$ cat config.mk
export PLATFORM = sky130hd
export DESIGN_NAME = rect_fill_dma
export DESIGN_NICKNAME = d
export VERILOG_FILES = /design/src/rtl/rfd_pkg.sv /design/src/rtl/rfd_regs.sv /design/src/rtl/rfd_walker.sv /design/src/rtl/rect_fill_dma.sv
export SDC_FILE = /design/constraint.sdc
export NUM_CORES = 1
export LEC_CHECK = 0
export BUFFER_PORTS_ARGS = -buffer_cell sky130_fd_sc_hd__clkbuf_2
export CAP_MARGIN = 20
export CORE_MARGIN = 10
export CORE_UTILIZATION = 30
export CTS_CLUSTER_SIZE = 24
export DETAILED_ROUTE_END_ITERATION = 16
export HOLD_SLACK_MARGIN = 0.06
export PLACE_DENSITY = 0.53
export SYNTH_ARGS = -nofsm -noshare
export SYNTH_HDL_FRONTEND = slang
export SYNTH_HIERARCHICAL = 1
export SYNTH_SLANG_ARGS = --single-unit
$ cat constraint.sdc
create_clock -name clk -period 5.5 [get_ports clk]
set_input_delay 0 -clock clk [delete_from_list [all_inputs] [get_ports clk]]
set_output_delay 0 -clock clk [all_outputs]
set_load 0.02 [all_outputs]
$ cat src/rtl/rfd_pkg.sv
package rfd_pkg;
  typedef enum logic [1:0] {
    MODE_FILL  = 2'd0,
    MODE_COPY  = 2'd1,
    MODE_CONV  = 2'd2,
    MODE_BLEND = 2'd3
  } mode_e;

  typedef enum logic [1:0] {
    WK_IDLE,
    WK_NEXT,
    WK_READ,
    WK_WRITE
  } wk_state_e;

  localparam logic [3:0] RA_CTRL  = 4'd0;
  localparam logic [3:0] RA_IEN   = 4'd1;
  localparam logic [3:0] RA_FLAGS = 4'd2;
  localparam logic [3:0] RA_SIZE  = 4'd3;
  localparam logic [3:0] RA_DST   = 4'd4;
  localparam logic [3:0] RA_SRC   = 4'd5;
  localparam logic [3:0] RA_OFFS  = 4'd6;
  localparam logic [3:0] RA_COLOR = 4'd7;
  localparam logic [3:0] RA_WMARK = 4'd8;

  localparam int FLG_DONE  = 0;
  localparam int FLG_XERR  = 1;
  localparam int FLG_CERR  = 2;
  localparam int FLG_WMARK = 3;
  localparam int FLG_N     = 4;
endpackage

$ cat src/rtl/rfd_regs.sv
module rfd_regs
  import rfd_pkg::*;
#(
  parameter int DIM_W = 16,
  parameter int AW    = 32,
  parameter int DW    = 32
) (
  input  logic             clk,
  input  logic             rst_n,
  input  logic             cfg_we,
  input  logic [3:0]       cfg_addr,
  input  logic [DW-1:0]    cfg_wdata,
  output logic [DW-1:0]    cfg_rdata,
  input  logic             busy,
  input  logic             wk_done,
  input  logic             wk_err,
  input  logic             wk_line_end,
  input  logic [DIM_W-1:0] wk_line_idx,
  output logic             go,
  output logic             abort_req,
  output logic             susp,
  output logic             copy_mode,
  output logic             fmt16,
  output logic [DIM_W-1:0] width,
  output logic [DIM_W-1:0] height,
  output logic [DIM_W-1:0] offset,
  output logic [AW-1:0]    dst_base,
  output logic [AW-1:0]    src_base,
  output logic [DW-1:0]    color,
  output logic             irq
);
  logic [DIM_W-1:0] wmark_q;
  logic [1:0]       mode_q;
  logic [FLG_N-1:0] ien_q, flags_q, flag_set, flag_clr;
  logic             wr_ctrl, start_req, cfg_bad, cerr_set, wm_hit;
  mode_e            new_mode;

  assign wr_ctrl   = cfg_we && (cfg_addr == RA_CTRL);
  assign new_mode  = mode_e'(cfg_wdata[3:2]);
  assign cfg_bad   = (new_mode == MODE_CONV) || (new_mode == MODE_BLEND) ||
                     (width == '0) || (height == '0);
  assign start_req = wr_ctrl && cfg_wdata[0] && !busy;
  assign go        = start_req && !cfg_bad;
  assign cerr_set  = start_req && cfg_bad;
  assign wm_hit    = wk_line_end && (wk_line_idx == wmark_q);
  assign copy_mode = (mode_q == MODE_COPY);

  always_comb begin
    flag_set = '0;
    flag_set[FLG_DONE]  = wk_done;
    flag_set[FLG_XERR]  = wk_err;
    flag_set[FLG_CERR]  = cerr_set;
    flag_set[FLG_WMARK] = wm_hit;
    flag_clr = (cfg_we && cfg_addr == RA_FLAGS) ? cfg_wdata[FLG_N-1:0] : '0;
  end

  always_ff @(posedge clk) begin
    if (!rst_n) begin
      width <= '0; height <= '0; offset <= '0; wmark_q <= '0;
      dst_base <= '0; src_base <= '0; color <= '0;
      mode_q <= '0; fmt16 <= 1'b0; susp <= 1'b0;
      ien_q <= '0; flags_q <= '0; abort_req <= 1'b0;
    end else begin
      flags_q   <= (flags_q & ~flag_clr) | flag_set;
      abort_req <= busy ? (abort_req | (wr_ctrl && !cfg_wdata[0])) : 1'b0;
      if (wr_ctrl) begin
        susp <= cfg_wdata[1];
        if (!busy) begin
          mode_q <= cfg_wdata[3:2];
          fmt16  <= cfg_wdata[4];
        end
      end
      if (cfg_we && cfg_addr == RA_IEN)   ien_q   <= cfg_wdata[FLG_N-1:0];
      if (cfg_we && cfg_addr == RA_WMARK) wmark_q <= cfg_wdata[DIM_W-1:0];
      if (cfg_we && !busy) begin
        case (cfg_addr)
          RA_SIZE:  begin width <= cfg_wdata[2*DIM_W-1:DIM_W]; height <= cfg_wdata[DIM_W-1:0]; end
          RA_DST:   dst_base <= cfg_wdata[AW-1:0];
          RA_SRC:   src_base <= cfg_wdata[AW-1:0];
          RA_OFFS:  offset   <= cfg_wdata[DIM_W-1:0];
          RA_COLOR: color    <= cfg_wdata;
          default: ;
        endcase
      end
    end
  end

  assign irq = |(flags_q & ien_q);

  always_comb begin
    cfg_rdata = '0;
    case (cfg_addr)
      RA_CTRL:  cfg_rdata[4:0] = {fmt16, mode_q, susp, busy};
      RA_IEN:   cfg_rdata[FLG_N-1:0] = ien_q;
      RA_FLAGS: cfg_rdata[FLG_N-1:0] = flags_q;
      RA_SIZE:  cfg_rdata[2*DIM_W-1:0] = {width, height};
      RA_DST:   cfg_rdata[AW-1:0] = dst_base;
      RA_SRC:   cfg_rdata[AW-1:0] = src_base;
      RA_OFFS:  cfg_rdata[DIM_W-1:0] = offset;
      RA_COLOR: cfg_rdata = color;
      RA_WMARK: cfg_rdata[DIM_W-1:0] = wmark_q;
      default:  cfg_rdata = '0;
    endcase
  end

  a_r4_cfg_no_start: assert property (@(posedge clk) disable iff (!rst_n)
    cerr_set |=> !busy);
  a_r5_done_goes_idle: assert property (@(posedge clk) disable iff (!rst_n)
    wk_done |=> !busy);
  a_r8_err_goes_idle: assert property (@(posedge clk) disable iff (!rst_n)
    wk_err |=> !busy);
  a_r12_size_locked: assert property (@(posedge clk) disable iff (!rst_n)
    (busy && $past(busy)) |-> ($stable(width) && $stable(height)));
endmodule

$ cat src/rtl/rfd_walker.sv
module rfd_walker
  import rfd_pkg::*;
#(
  parameter int DIM_W = 16,
  parameter int AW    = 32,
  parameter int DW    = 32
) (
  input  logic             clk,
  input  logic             rst_n,
  input  logic             go,
  input  logic             abort_req,
  input  logic             susp,
  input  logic             copy_mode,
  input  logic             fmt16,
  input  logic [DIM_W-1:0] width,
  input  logic [DIM_W-1:0] height,
  input  logic [DIM_W-1:0] offset,
  input  logic [AW-1:0]    dst_base,
  input  logic [AW-1:0]    src_base,
  input  logic [DW-1:0]    color,
  output logic             mem_valid,
  input  logic             mem_ready,
  output logic             mem_we,
  output logic [AW-1:0]    mem_addr,
  output logic [DW-1:0]    mem_wdata,
  output logic [DW/8-1:0]  mem_be,
  input  logic [DW-1:0]    mem_rdata,
  input  logic             mem_err,
  output logic             busy,
  output logic             done,
  output logic             xfer_err,
  output logic             line_end,
  output logic [DIM_W-1:0] line_idx
);
  localparam int BE_W = DW / 8;
  localparam int HW   = DW / 2;

  wk_state_e        state_q;
  logic [DIM_W-1:0] px_q, ln_q;
  logic [AW-1:0]    cur_q, line_q, src_q, pix_bytes, stride, next_line;
  logic [DW-1:0]    buf_q, pix_val;
  logic [DIM_W:0]   span;
  logic [HW-1:0]    rd_half;
  logic             last_px, last_ln, wr_ok, in_beat;

  assign span      = {1'b0, width} + {1'b0, offset};
  assign pix_bytes = fmt16 ? AW'(2) : AW'(4);
  assign stride    = fmt16 ? (AW'(span) << 1) : (AW'(span) << 2);
  assign next_line = line_q + stride;
  assign last_px   = (px_q == width - DIM_W'(1));
  assign last_ln   = (ln_q == height - DIM_W'(1));
  assign rd_half   = src_q[1] ? mem_rdata[DW-1:HW] : mem_rdata[HW-1:0];

  assign busy      = (state_q != WK_IDLE);
  assign in_beat   = (state_q == WK_READ) || (state_q == WK_WRITE);
  assign mem_valid = in_beat;
  assign mem_we    = (state_q == WK_WRITE);
  assign mem_addr  = (state_q == WK_READ) ? src_q : cur_q;
  assign pix_val   = copy_mode ? buf_q : color;
  assign mem_wdata = fmt16 ? {2{pix_val[HW-1:0]}} : pix_val;

  always_comb begin
    if (!fmt16) mem_be = '1;
    else if (mem_addr[1]) mem_be = {{(BE_W/2){1'b1}}, {(BE_W/2){1'b0}}};
    else mem_be = {{(BE_W/2){1'b0}}, {(BE_W/2){1'b1}}};
  end

  assign wr_ok    = (state_q == WK_WRITE) && mem_ready && !mem_err;
  assign done     = wr_ok && last_px && last_ln;
  assign line_end = wr_ok && last_px;
  assign line_idx = ln_q;
  assign xfer_err = in_beat && mem_ready && mem_err;

  always_ff @(posedge clk) begin
    if (!rst_n) begin
      state_q <= WK_IDLE;
      px_q <= '0; ln_q <= '0;
      cur_q <= '0; line_q <= '0; src_q <= '0; buf_q <= '0;
    end else begin
      case (state_q)
        WK_IDLE: if (go) begin
          state_q <= WK_NEXT;
          px_q <= '0; ln_q <= '0;
          cur_q <= dst_base; line_q <= dst_base; src_q <= src_base;
        end
        WK_NEXT: begin
          if (abort_req) state_q <= WK_IDLE;
          else if (!susp) state_q <= copy_mode ? WK_READ : WK_WRITE;
        end
        WK_READ: if (mem_ready) begin
          if (mem_err) state_q <= WK_IDLE;
          else begin
            buf_q   <= fmt16 ? {2{rd_half}} : mem_rdata;
            state_q <= WK_WRITE;
          end
        end
        WK_WRITE: if (mem_ready) begin
          if (mem_err) state_q <= WK_IDLE;
          else begin
            src_q <= src_q + pix_bytes;
            if (last_px) begin
              if (last_ln) state_q <= WK_IDLE;
              else begin
                ln_q <= ln_q + DIM_W'(1);
                px_q <= '0;
                line_q <= next_line;
                cur_q <= next_line;
                state_q <= WK_NEXT;
              end
            end else begin
              px_q <= px_q + DIM_W'(1);
              cur_q <= cur_q + pix_bytes;
              state_q <= WK_NEXT;
            end
          end
        end
        default: state_q <= WK_IDLE;
      endcase
    end
  end

  a_r11_hold_until_ready: assert property (@(posedge clk) disable iff (!rst_n)
    (mem_valid && !mem_ready) |=> (mem_valid && $stable(mem_addr) && $stable(mem_wdata)
                                   && $stable(mem_be) && $stable(mem_we)));
  a_r2_half_lane_be: assert property (@(posedge clk) disable iff (!rst_n)
    (mem_valid && mem_we && fmt16) |-> ($countones(mem_be) == BE_W/2));
  a_r1_line_in_range: assert property (@(posedge clk) disable iff (!rst_n)
    busy |-> ((ln_q < height) && (px_q < width)));
  a_r6_abort_stops: assert property (@(posedge clk) disable iff (!rst_n)
    ((state_q == WK_NEXT) && abort_req) |=> !mem_valid);
endmodule

$ cat src/rtl/rect_fill_dma.sv
module rect_fill_dma
  import rfd_pkg::*;
#(
  parameter int DIM_W = 16,
  parameter int AW    = 32,
  parameter int DW    = 32
) (
  input  logic          clk,
  input  logic          rst_n,
  input  logic          cfg_we,
  input  logic [3:0]    cfg_addr,
  input  logic [DW-1:0] cfg_wdata,
  output logic [DW-1:0] cfg_rdata,
  output logic          mem_valid,
  input  logic          mem_ready,
  output logic          mem_we,
  output logic [AW-1:0] mem_addr,
  output logic [DW-1:0] mem_wdata,
  output logic [DW/8-1:0] mem_be,
  input  logic [DW-1:0] mem_rdata,
  input  logic          mem_err,
  output logic          irq
);
  logic             busy, wk_done, wk_err, wk_line_end, go, abort_req, susp, copy_mode, fmt16;
  logic [DIM_W-1:0] wk_line_idx, width, height, offset;
  logic [AW-1:0]    dst_base, src_base;
  logic [DW-1:0]    color;

  rfd_regs #(.DIM_W(DIM_W), .AW(AW), .DW(DW)) regs_i (
    .clk(clk), .rst_n(rst_n),
    .cfg_we(cfg_we), .cfg_addr(cfg_addr), .cfg_wdata(cfg_wdata), .cfg_rdata(cfg_rdata),
    .busy(busy), .wk_done(wk_done), .wk_err(wk_err),
    .wk_line_end(wk_line_end), .wk_line_idx(wk_line_idx),
    .go(go), .abort_req(abort_req), .susp(susp), .copy_mode(copy_mode), .fmt16(fmt16),
    .width(width), .height(height), .offset(offset),
    .dst_base(dst_base), .src_base(src_base), .color(color), .irq(irq)
  );

  rfd_walker #(.DIM_W(DIM_W), .AW(AW), .DW(DW)) walker_i (
    .clk(clk), .rst_n(rst_n),
    .go(go), .abort_req(abort_req), .susp(susp), .copy_mode(copy_mode), .fmt16(fmt16),
    .width(width), .height(height), .offset(offset),
    .dst_base(dst_base), .src_base(src_base), .color(color),
    .mem_valid(mem_valid), .mem_ready(mem_ready), .mem_we(mem_we), .mem_addr(mem_addr),
    .mem_wdata(mem_wdata), .mem_be(mem_be), .mem_rdata(mem_rdata), .mem_err(mem_err),
    .busy(busy), .done(wk_done), .xfer_err(wk_err),
    .line_end(wk_line_end), .line_idx(wk_line_idx)
  );
endmodule

# After elaboration in Yosys (flattened, before gate mapping)
# Index checks and enable logic that the tools add are counted.
# Widths: inputs -> output; s select.
dict set report op_classes {
  muxes 50
  add_sub_neg 8
  reduce_logical 44
  bitwise 7
  n_eq_ne 25
}
# operator n
set ops {}
lappend ops {{$mux 32} 15}
lappend ops {{$pmux 32 s2} 3}
lappend ops {{$mux 16} 10}
lappend ops {{$add 32x32->32} 3}
lappend ops {{$pmux 11 s6} 1}
lappend ops {{$pmux 16 s2} 2}
lappend ops {{$pmux 16 s4} 1}
lappend ops {{$eq 16x16->1} 3}
lappend ops {{$pmux 4 s9} 1}
lappend ops {{$add 16x1->16 const B} 2}
lappend ops {{$logic_not 16->1} 2}
lappend ops {{$sub 16x1->16 const B} 2}
lappend ops {{$mux 19} 1}
lappend ops {{$add 16x16->17} 1}
lappend ops {{$logic_and 1x1->1} 17}
lappend ops {{$eq 4x3->1 const B} 4}
lappend ops {{$mux 2} 7}
lappend ops {{$reduce_and 2->1} 7}
lappend ops {{$mux 4} 3}
lappend ops {{$ne 2x2->1 const B} 5}
lappend ops {{$and 4x4->4} 2}
lappend ops {{$eq 2x2->1 const B} 4}
lappend ops {{$eq 4x2->1 const B} 2}
lappend ops {{$pmux 2 s4} 1}
lappend ops {{other kinds (22)} 35}
dict set report word_totals {
  output_inout_bits 103
  register_bits 335
  inputBits 73
}

# Depth between registers and ports, before layout
# Gate-level depths: netlist of the first run.
dict set report depth {
  ltp_word 8
  depth_mapped 23
  depth_no_buf 22
}

# Hierarchy
# The synthesis of the first run kept the hierarchy.
# module instances cells_per_inst seq_area_each_um2 area_each_um2
set modules_own_cells {}
lappend modules_own_cells {rfd_walker 1 1699 3243.1 12883.6}
lappend modules_own_cells {rfd_regs 1 951 3463.3 7815.0}

# Worst setup path after synthesis of the first run
# Ideal clock, no wire load.
dict set report synth_timing {
  path_kind {reg-to-reg}
  startpoint {reg regs_i.width[0]}
  endpoint {reg walker_i.cur_q[27]}
  path_slack_ns 0.712
  synth_period_minus_slack_ns 4.788
  stages_incl_launch_ff 24
  arrival_time_ns 4.661
  required_ns 5.373
  cell_sequence {dfxtp_1 ha_1 inv_1 fa_1 nor2b_1 o21ai_0 a21oi_1 o21ai_0 a211oi_1 o21ai_0 nor2b_1 xnor2_1 mux2_2 ha_1 a21o_1 a21o_1 a21oi_1 nor3b_1 a21o_1 clkbuf_1 nor3_1 xnor2_1 a221oi_1 o21ai_0}
}
dict set report synth_via {
  elab_chain_cells 8
}
# element line_no
set synth_lines {}
lappend synth_lines {{from (decl)} rfd_regs.sv:24} ;# output logic [DIM_W-1:0] width,
lappend synth_lines {{from (signal assigned)} rfd_regs.sv:77} ;# RA_SIZE: begin width <= cfg_wdata[2*DIM_W-1:DIM_W]; height <= cfg_wdata[DIM_W-1:0]; end
lappend synth_lines {{$add 16x16->17} rfd_walker.sv:46} ;# assign span = {1'b0, width} + {1'b0, offset};
lappend synth_lines {{$mux 19} rfd_walker.sv:48} ;# assign stride = fmt16 ? (AW'(span) << 1) : (AW'(span) << 2);
lappend synth_lines {{$add 32x32->32} rfd_walker.sv:49} ;# assign next_line = line_q + stride;
lappend synth_lines {{$mux 32} rfd_walker.sv:102} ;# if (last_ln) state_q <= WK_IDLE;
lappend synth_lines {{$mux 32} rfd_walker.sv:101} ;# if (last_px) begin
lappend synth_lines {{$mux 32} rfd_walker.sv:98} ;# if (mem_err) state_q <= WK_IDLE;
lappend synth_lines {{$mux 32} rfd_walker.sv:97} ;# WK_WRITE: if (mem_ready) begin
lappend synth_lines {{$pmux 32 s2} rfd_walker.sv:80} ;# case (state_q)
lappend synth_lines {{to (signal assigned)} rfd_walker.sv:84} ;# cur_q <= dst_base; line_q <= dst_base; src_q <= src_base;
lappend synth_lines {{to (signal assigned)} rfd_walker.sv:107} ;# cur_q <= next_line;
lappend synth_lines {{to (signal assigned)} rfd_walker.sv:112} ;# cur_q <= cur_q + pix_bytes;
lappend synth_lines {{to (decl)} rfd_walker.sv:40} ;# logic [AW-1:0] cur_q, line_q, src_q, pix_bytes, stride, next_line;
# Several ways; a longest one is shown, not always the timed one. The select of a mux whose other input is x is not followed.
# A chain may end at the register's enable or synchronous reset.

# Final worst setup path of the first run
dict set report layout_timing {
  startpoint {reg regs_i.offset[0]}
  endpoint {reg walker_i.cur_q[27]}
}
dict set report layout_via {
  elab_chain_cells 8
}
# element line_no
set layout_lines {}
lappend layout_lines {{from (decl)} rfd_regs.sv:26} ;# output logic [DIM_W-1:0] offset,
lappend layout_lines {{from (signal assigned)} rfd_regs.sv:80} ;# RA_OFFS: offset <= cfg_wdata[DIM_W-1:0];
lappend layout_lines {{$add 16x16->17} rfd_walker.sv:46}
lappend layout_lines {{$mux 19} rfd_walker.sv:48}
lappend layout_lines {{$add 32x32->32} rfd_walker.sv:49}
lappend layout_lines {{$mux 32} rfd_walker.sv:102}
lappend layout_lines {{$mux 32} rfd_walker.sv:101}
lappend layout_lines {{$mux 32} rfd_walker.sv:98}
lappend layout_lines {{$mux 32} rfd_walker.sv:97}
lappend layout_lines {{$pmux 32 s2} rfd_walker.sv:80}
# Every way passes these cells. The select of a mux whose other input is x is not followed.

==> impl_metrics.json, run 1 <==
{
  "synth_top_flop_cell": "dfxtp_1",
  "synth_edf_count": 0,
  "crit_type": "reg2reg",
  "insertion_delay_ps": 570,
  "fill_cells": 7237,
  "slew_violations": 0,
  "syn_nets": 2770,
  "crit_required_ps": 5930,
  "cpMostUsedCell": "o21ai_0",
  "ys_ff_latch": 335,
  "grt.total_usage_pct": 20.4,
  "hold_path.class": "in2reg",
  "overflow": 0,
  "drt_iter0_markers": 1924,
  "p_per_area_nw_per_um2": 224,
  "ys_types": 91,
  "path_max_fanout": 8,
  "crit_path_top_delay_cell": "fa_1",
  "drv_cap": 0,
  "cts_root_buf": "clkbuf_16",
  "skew_ps": 22.1,
  "ys_seq_area_share_pct": 32.4,
  "grt_pass1_wl_microns": 126000,
  "peakVddDrop_mv": 0.179,
  "path_cells": "ha_1, inv_1, fa_1, nor2b_1, o21ai_0, a21oi_1, o21ai_0, a211oi_1, o21ai_0, nor2b_1, xnor2_1, mux2_2, ha_1, a21o_1, a21o_1, a21oi_1, nor3b_2, a21o_1, nor3_1, xnor2_1, a221oi_1, o21ai_0",
  "syn-cell-area_sq_um": 20700,
  "synthArstFlopShare_pct": 0,
  "initial_core_util_pct": 30.2,
  "antenna_found_initial": 1,
  "avgSynthCellArea_sq_um": 7.81,
  "holdWs_ps": 139,
  "viasPerCell": 5.57,
  "yosysMostFrequentCell": "nand2_1",
  "synth_top_cell_by_area": "dfxtp_1",
  "cts.sinks": 335,
  "die_area_sq_um": 79900,
  "timing.fmax_mhz": 199,
  "tns_ps": 0,
  "die_w_microns": 283,
  "num_io_pins": 176,
  "drt-wirelength-per-cell_microns": 22.6,
  "first_global_vias": 19400,
  "setup_viol": 0,
  "leakage_nw": 9.06,
  "utilization_pct": 35.6,
  "dpl-instance-area_sq_um": 22200,
  "chipHeight_microns": 283,
  "drive_gt1_share_pct": 13.7,
  "tightest_slew_ps": 1120,
  "grt_start_max_net_pins": 186,
  "post-route-drc-count": 0,
  "relSlewSlack_pct": 24.7,
  "drtPass1Iterations": 7,
  "cts_buffers": 40,
  "ys_warn_count": 6,
  "fin_crit_sh_pct": 91.2,
  "vias": 20800,
  "totalWireLength_microns": 84200,
  "portBuffers": 175,
  "core_region_area_sq_um": 68500,
  "final-hold-violation-count": 0,
  "regArea_sq_um": 6710,
  "synth_cells": 2650,
  "multi_input_area_sq_um": 13000,
  "synthTopCellsByArea": "dfxtp_1 32%, nand2_1 9.9%, a21boi_1 4.9%",
  "gp_congestion": 0.922,
  "power_mw": 5.46,
  "syn_to_final_growth_pct": 17.7,
  "setup.worst_path.start_class": "flop",
  "htreeDepth": 2,
  "cp_num_buf_inv": 1,
  "endpoint_kind": "flop",
  "clk_pin_slew_worst_paths_ps": 60,
  "min_period_ps": 5020,
  "max-clock-path-buffers": 3,
  "dp_hpwl_microns": 60500,
  "detail-route-antenna-nets": 0,
  "synthTopCellsByCount": "548 x nand2_1, 335 x dfxtp_1, 198 x nor2_1",
  "postLayoutCellArea_sq_um": 24400,
  "tritoncts": "yes",
  "arrival_ps": 5450,
  "postCtsSetupBuffers": 0,
  "synth_top_area_share_pct": 32.4,
  "crit_family": "compound AO/OA/AOI/OAI gates",
  "status": "finished clean",
  "fin_nets": 2937,
  "rows": 96,
  "crit_path_max_incr_delay_ps": 390,
  "grt_setup_unrepaired": "false"
}
stage by stage:
stage	std cells	setup WS, ps
CTS	3726	388
floorplan	2650	712
global placement	3569	429
global route	3726	75.9
detailed placement	3569	426
finish	3727	482
placed cells by master, fill, tap and decap left out, types with 20 or more instances in the layout:
cell           Yosys  final
nand2_1          548    545
dfxtp_1          335    334
nor2_1           198    196
clkbuf_2           0    174
a21boi_1         135    135
o21ai_0          120    119
a21oi_1          117    117
dlygate4sd3_1      0     88
nand3_1           85     85
xnor2_1           84     84
mux2_2            54     54
mux2i_1           53     53
nor3_1            52     51
a22oi_1           48     48
buf_4             15     44
ha_1              43     43
inv_1             43     42
clkbuf_16          0     40
a211oi_1          38     38
nand4_1           36     36
xor2_1            34     34
a21boi_0          33     33
a222oi_1          29     29
a31oi_1           28     28
and3_1            21     21
and2_1            23     20
final timing paths:
check	from	endpoint	slack (ps)	depth (start not counted)
worst max-delay path	regs_i/offset[0]	walker_i/cur_q[27]	480	22
worst min-delay path	cfg_addr[3]	regs_i/mode_q[1]	140	4
worst max register to register	regs_i/offset[0]	walker_i/cur_q[27]	480	22
worst min register to register	walker_i/line_q[0]	walker_i/line_q[0]	460	2
cells by family (layout without fill, tap and decap cells):
family / after synthesis / count (layout) / synth area share (%)
xor+xnor: 118 / 118 / 4.99
fa+ha+maj: 47 / 47 / 2.99
compound gates: 714 / 714 / 24.4
simple gates: 1099 / 1099 / 24.7
flops: 335 / 335 / 32.4
buf+inv: 229 / 423 / 4.93
mux: 108 / 108 / 5.61
other cells: 0 / 1 / 0
report_power, final:
group	total, mW	internal (mW)	switching (mW)
Sequential	2.47	2.44	0.0273
Combinational	0.378	0.144	0.234
Clock	2.61	1.50	1.11
Total	5.46	4.08	1.38
state kept, by name (all words and copies together) (netlist names):
register,count
regs_i/flags_q,4
regs_i/dst_base,32
regs_i/fmt16,1
walker_i/cur_q,32
walker_i/px_q,16
regs_i/mode_q,2
regs_i/offset,16
regs_i/color,32
regs_i/ien_q,4
regs_i/width,16
regs_i/abort_req,1
walker_i/src_q,32
walker_i/buf_q,32
walker_i/line_q,32
regs_i/src_base,32
regs_i/height,16
regs_i/wmark_q,16
walker_i/state_q,2
walker_i/line_idx,16
regs_i/susp,1
cell type report:
class	count	share of cell area [%]
well taps	882	4.53
repair buffers	308	8.67
inverters	46	0.714
flip-flops and latches	335	27.5
diodes	1	0.0103
clock inverters	11	0.426
multi-input cells	2086	53.4
clock buffers	58	4.71
repair_timing:
action                                 4_1_cts  5_1_grt
endpoints found under the hold margin      207        0
resized for setup                            0        2
setup endpoints to repair                    0        1
hold buffers                                88        0
layer usage:
layer,vias up,part of all wire [%],global-route usage [%]
met1,9952,44,27.1
met3,129,6.9,3.41
met4,0,3.2,7.02
met2,831,46,33.1
li1,9856,-,-
met5,-,0,0
worst reg2reg max path: stages (launching register included):
cell and delay (ps):
dfxtp_1 350, ha_1 180, inv_1 50, fa_1 390, nor2b_1 110, o21ai_0 140, a21oi_1 210, o21ai_0 150
a211oi_1 320, o21ai_0 200, nor2b_1 180, xnor2_1 130, mux2_2 280, ha_1 350, a21o_1 200, a21o_1 180
a21oi_1 190, nor3b_2 290, a21o_1 360, nor3_1 150, xnor2_1 140, a221oi_1 250, o21ai_0 120
Note: power is estimated with default switching activity, not from simulation.
==> run 2, diff against run 1 <==
--- a/config.mk
+++ b/config.mk
@@ -9,6 +9,7 @@
 export CAP_MARGIN = 20
 export CORE_MARGIN = 10
 export CORE_UTILIZATION = 30
+export CTS_BUF_LIST = sky130_fd_sc_hd__clkbuf_8
 export CTS_CLUSTER_SIZE = 24
 export DETAILED_ROUTE_END_ITERATION = 16
 export HOLD_SLACK_MARGIN = 0.06
==> run 2 against run 1 <==
  * Critical path depth increased by 1
  * Clock power is essentially flat
  * Core utilization is 0.14 points higher
  * Via count increased by 0.88%
  * Clock-buffer cell count increased by 25
  * Global-route usage up 0.11 points
  * Sequential power hardly changed
  * Critical endpoint is now walker_i/cur_q[22]
  * Largest cell class unchanged
==> impl_metrics.json, run 2 (synthesis gave the netlist of run 1 again) <==
{
  "min_period_ps": 4990,
  "drtPass1Iterations": 8,
  "layout_common_cells": "545 x nand2_1, 334 x dfxtp_1, 196 x nor2_1",
  "postCtsSetupBuffers": 0,
  "leakage_nw": 9.20,
  "setup.worst_path.start_class": "flop",
  "path_cells": "ha_1, inv_1, fa_1, nor2b_1, o21ai_0, a21oi_1, o21ai_0, a211oi_1, o21ai_0, a21oi_1, xnor2_1, mux2_2, ha_1, a21o_1, a21oi_1, nand2_1, nand4bb_1, a41oi_1, buf_4, nor3b_1, or3_1, a31oi_1, nor3_1",
  "antenna_found_initial": 2,
  "crit_family": "compound AO/OA/AOI/OAI gates",
  "final_common_cell": "nand2_1",
  "portBuffers": 175,
  "vias": 21000,
  "cts_root_buf": "clkbuf_8",
  "endpoint_kind": "flop",
  "cts.sinks": 335,
  "grt_pass1_wl_microns": 127000,
  "path_max_fanout": 8,
  "htreeDepth": 2,
  "grt_start_max_net_pins": 186,
  "grt_setup_unrepaired": "false",
  "gp_congestion": 0.922,
  "slew_violations": 0,
  "worstHoldPathCells": 5,
  "arrival_ps": 5550,
  "fin_crit_sh_pct": 90.7,
  "crit_path_top_delay_cell": "fa_1",
  "dp_hpwl_microns": 60500,
  "totalWireLength_microns": 84500,
  "r2r-end": "walker_i/cur_q[22]",
  "r2r_setup_slack_ps": 510,
  "p_per_area_nw_per_um2": 222,
  "cp_num_buf_inv": 2,
  "max-clock-path-buffers": 3,
  "tritoncts": "yes",
  "relSlewSlack_pct": 27.3,
  "core_region_area_sq_um": 68500,
  "rr_startpoint": "regs_i/offset[0]",
  "initial_core_util_pct": 30.2,
  "status": "finished clean",
  "rows": 96,
  "drt_iter0_markers": 2157,
  "setup_viol": 0,
  "pre_cts_ws_ps": 426,
  "cts_buffers": 59,
  "power_mw": 5.42,
  "crit_required_ps": 6060,
  "hold_path_end": "regs_i/susp",
  "finalWorstSetupSlack_ps": 509,
  "die_area_sq_um": 79900,
  "first_global_vias": 19700,
  "fin_nets": 2960,
  "insertion_delay_ps": 680,
  "grt.total_usage_pct": 20.5,
  "crit_type": "reg2reg",
  "clk_pin_slew_worst_paths_ps": 60,
  "drv_cap": 0,
  "r2r_cells": 23,
  "post-route-drc-count": 0,
  "syn_to_final_growth_pct": 18.2,
  "crit_path_max_incr_delay_ps": 390,
  "hold_path.class": "in2reg",
  "tightest_slew_ps": 1090,
  "final-hold-violation-count": 0,
  "detail-route-antenna-nets": 0,
  "drt-wirelength-per-cell_microns": 22.4,
  "skew_ps": 23.5,
  "die_w_microns": 283,
  "hold_start": "cfg_addr[1]",
  "timing.fmax_mhz": 200,
  "num_io_pins": 176,
  "drive_gt1_share_pct": 14.7,
  "viasPerCell": 5.56,
  "chipHeight_microns": 283,
  "overflow": 0,
  "peakVddDrop_mv": 0.142,
  "tns_ps": 0
}
==> run 2: cell types whose count changed in the layout (fill, tap and decap cells not counted), moves of 4 or more <==
cell           change
clkbuf_8          +75
clkbuf_1          -10
dlygate4sd3_1      +4
inv_1             +13
clkbuf_16         -40
==> run 2: where the power goes <==
| part | switching (mW) | total, mW | internal, mW |
|---|---|---|---|
| logic | 0.234 | 0.378 | 0.145 |
| clock network | 1.15 | 2.58 | 1.43 |
| registers | 0.0273 | 2.47 | 2.44 |
| total | 1.41 | 5.42 | 4.02 |
==> run 2: per-stage QoR <==
step / area [sq um] / hold slack [ps] / util, % / cells
2_1_floorplan: 20700 / 135 / - / 2650
3_3_place_gp: 22200 / 271 / 32.5 / 3569
3_5_place_dp: 22200 / 273 / 32.5 / 3569
4_1_cts: 24500 / 103 / 35.7 / 3767
5_1_grt: 24500 / 171 / 35.7 / 3768
6_report: 24500 / 156 / 35.7 / 3768
==> run 2: worst min-delay path, delay by kind of cell <==
kind | cells | cell delay [ps]
compound gates | 1 | 140
buf+inv | 1 | 350
simple gates | 3 | 300
==> run 2: what timing repair did <==
item,4_1_cts,5_1_grt
gates resized for setup,0,2
hold buffers,92,0
hold endpoints to repair,207,0
setup endpoints to repair,0,1
==> run 2: how the worst max path moves through the flow <==
stage	slack (ps)	end	cells after the start	startpoint
after CTS	390	walker_i/cur_q[27]	22	regs_i/offset[0]
after detailed placement	430	walker_i/cur_q[27]	22	regs_i/offset[0]
after global placement	430	walker_i/cur_q[27]	22	regs_i/offset[0]
after global routing	80	walker_i/cur_q[20]	23	regs_i/offset[0]
after floorplan	710	walker_i/cur_q[27]	23	regs_i/width[0]
final	510	walker_i/cur_q[22]	23	regs_i/offset[0]
==> run 2: layer usage <==
layer  vias up  global-route usage (%)  share of wire, %
met3       134                    3.60               7.8
met5         -                       0                 0
met4         0                    7.46               3.5
met2       882                    33.2                46
li1       9909                       -                 -
met1     10000                    27.1                43
==> run 2: cell type report <==
class                      count  area (sq um)
antenna                        1          2.50
clock buffer                  83          1140
clock inverter                23           166
fill                        7251         44000
inverter                      46           174
multi-input combinational   2086         13000
sequential                   335          6710
tap                          882          1100
timing repair buffer         312          2150
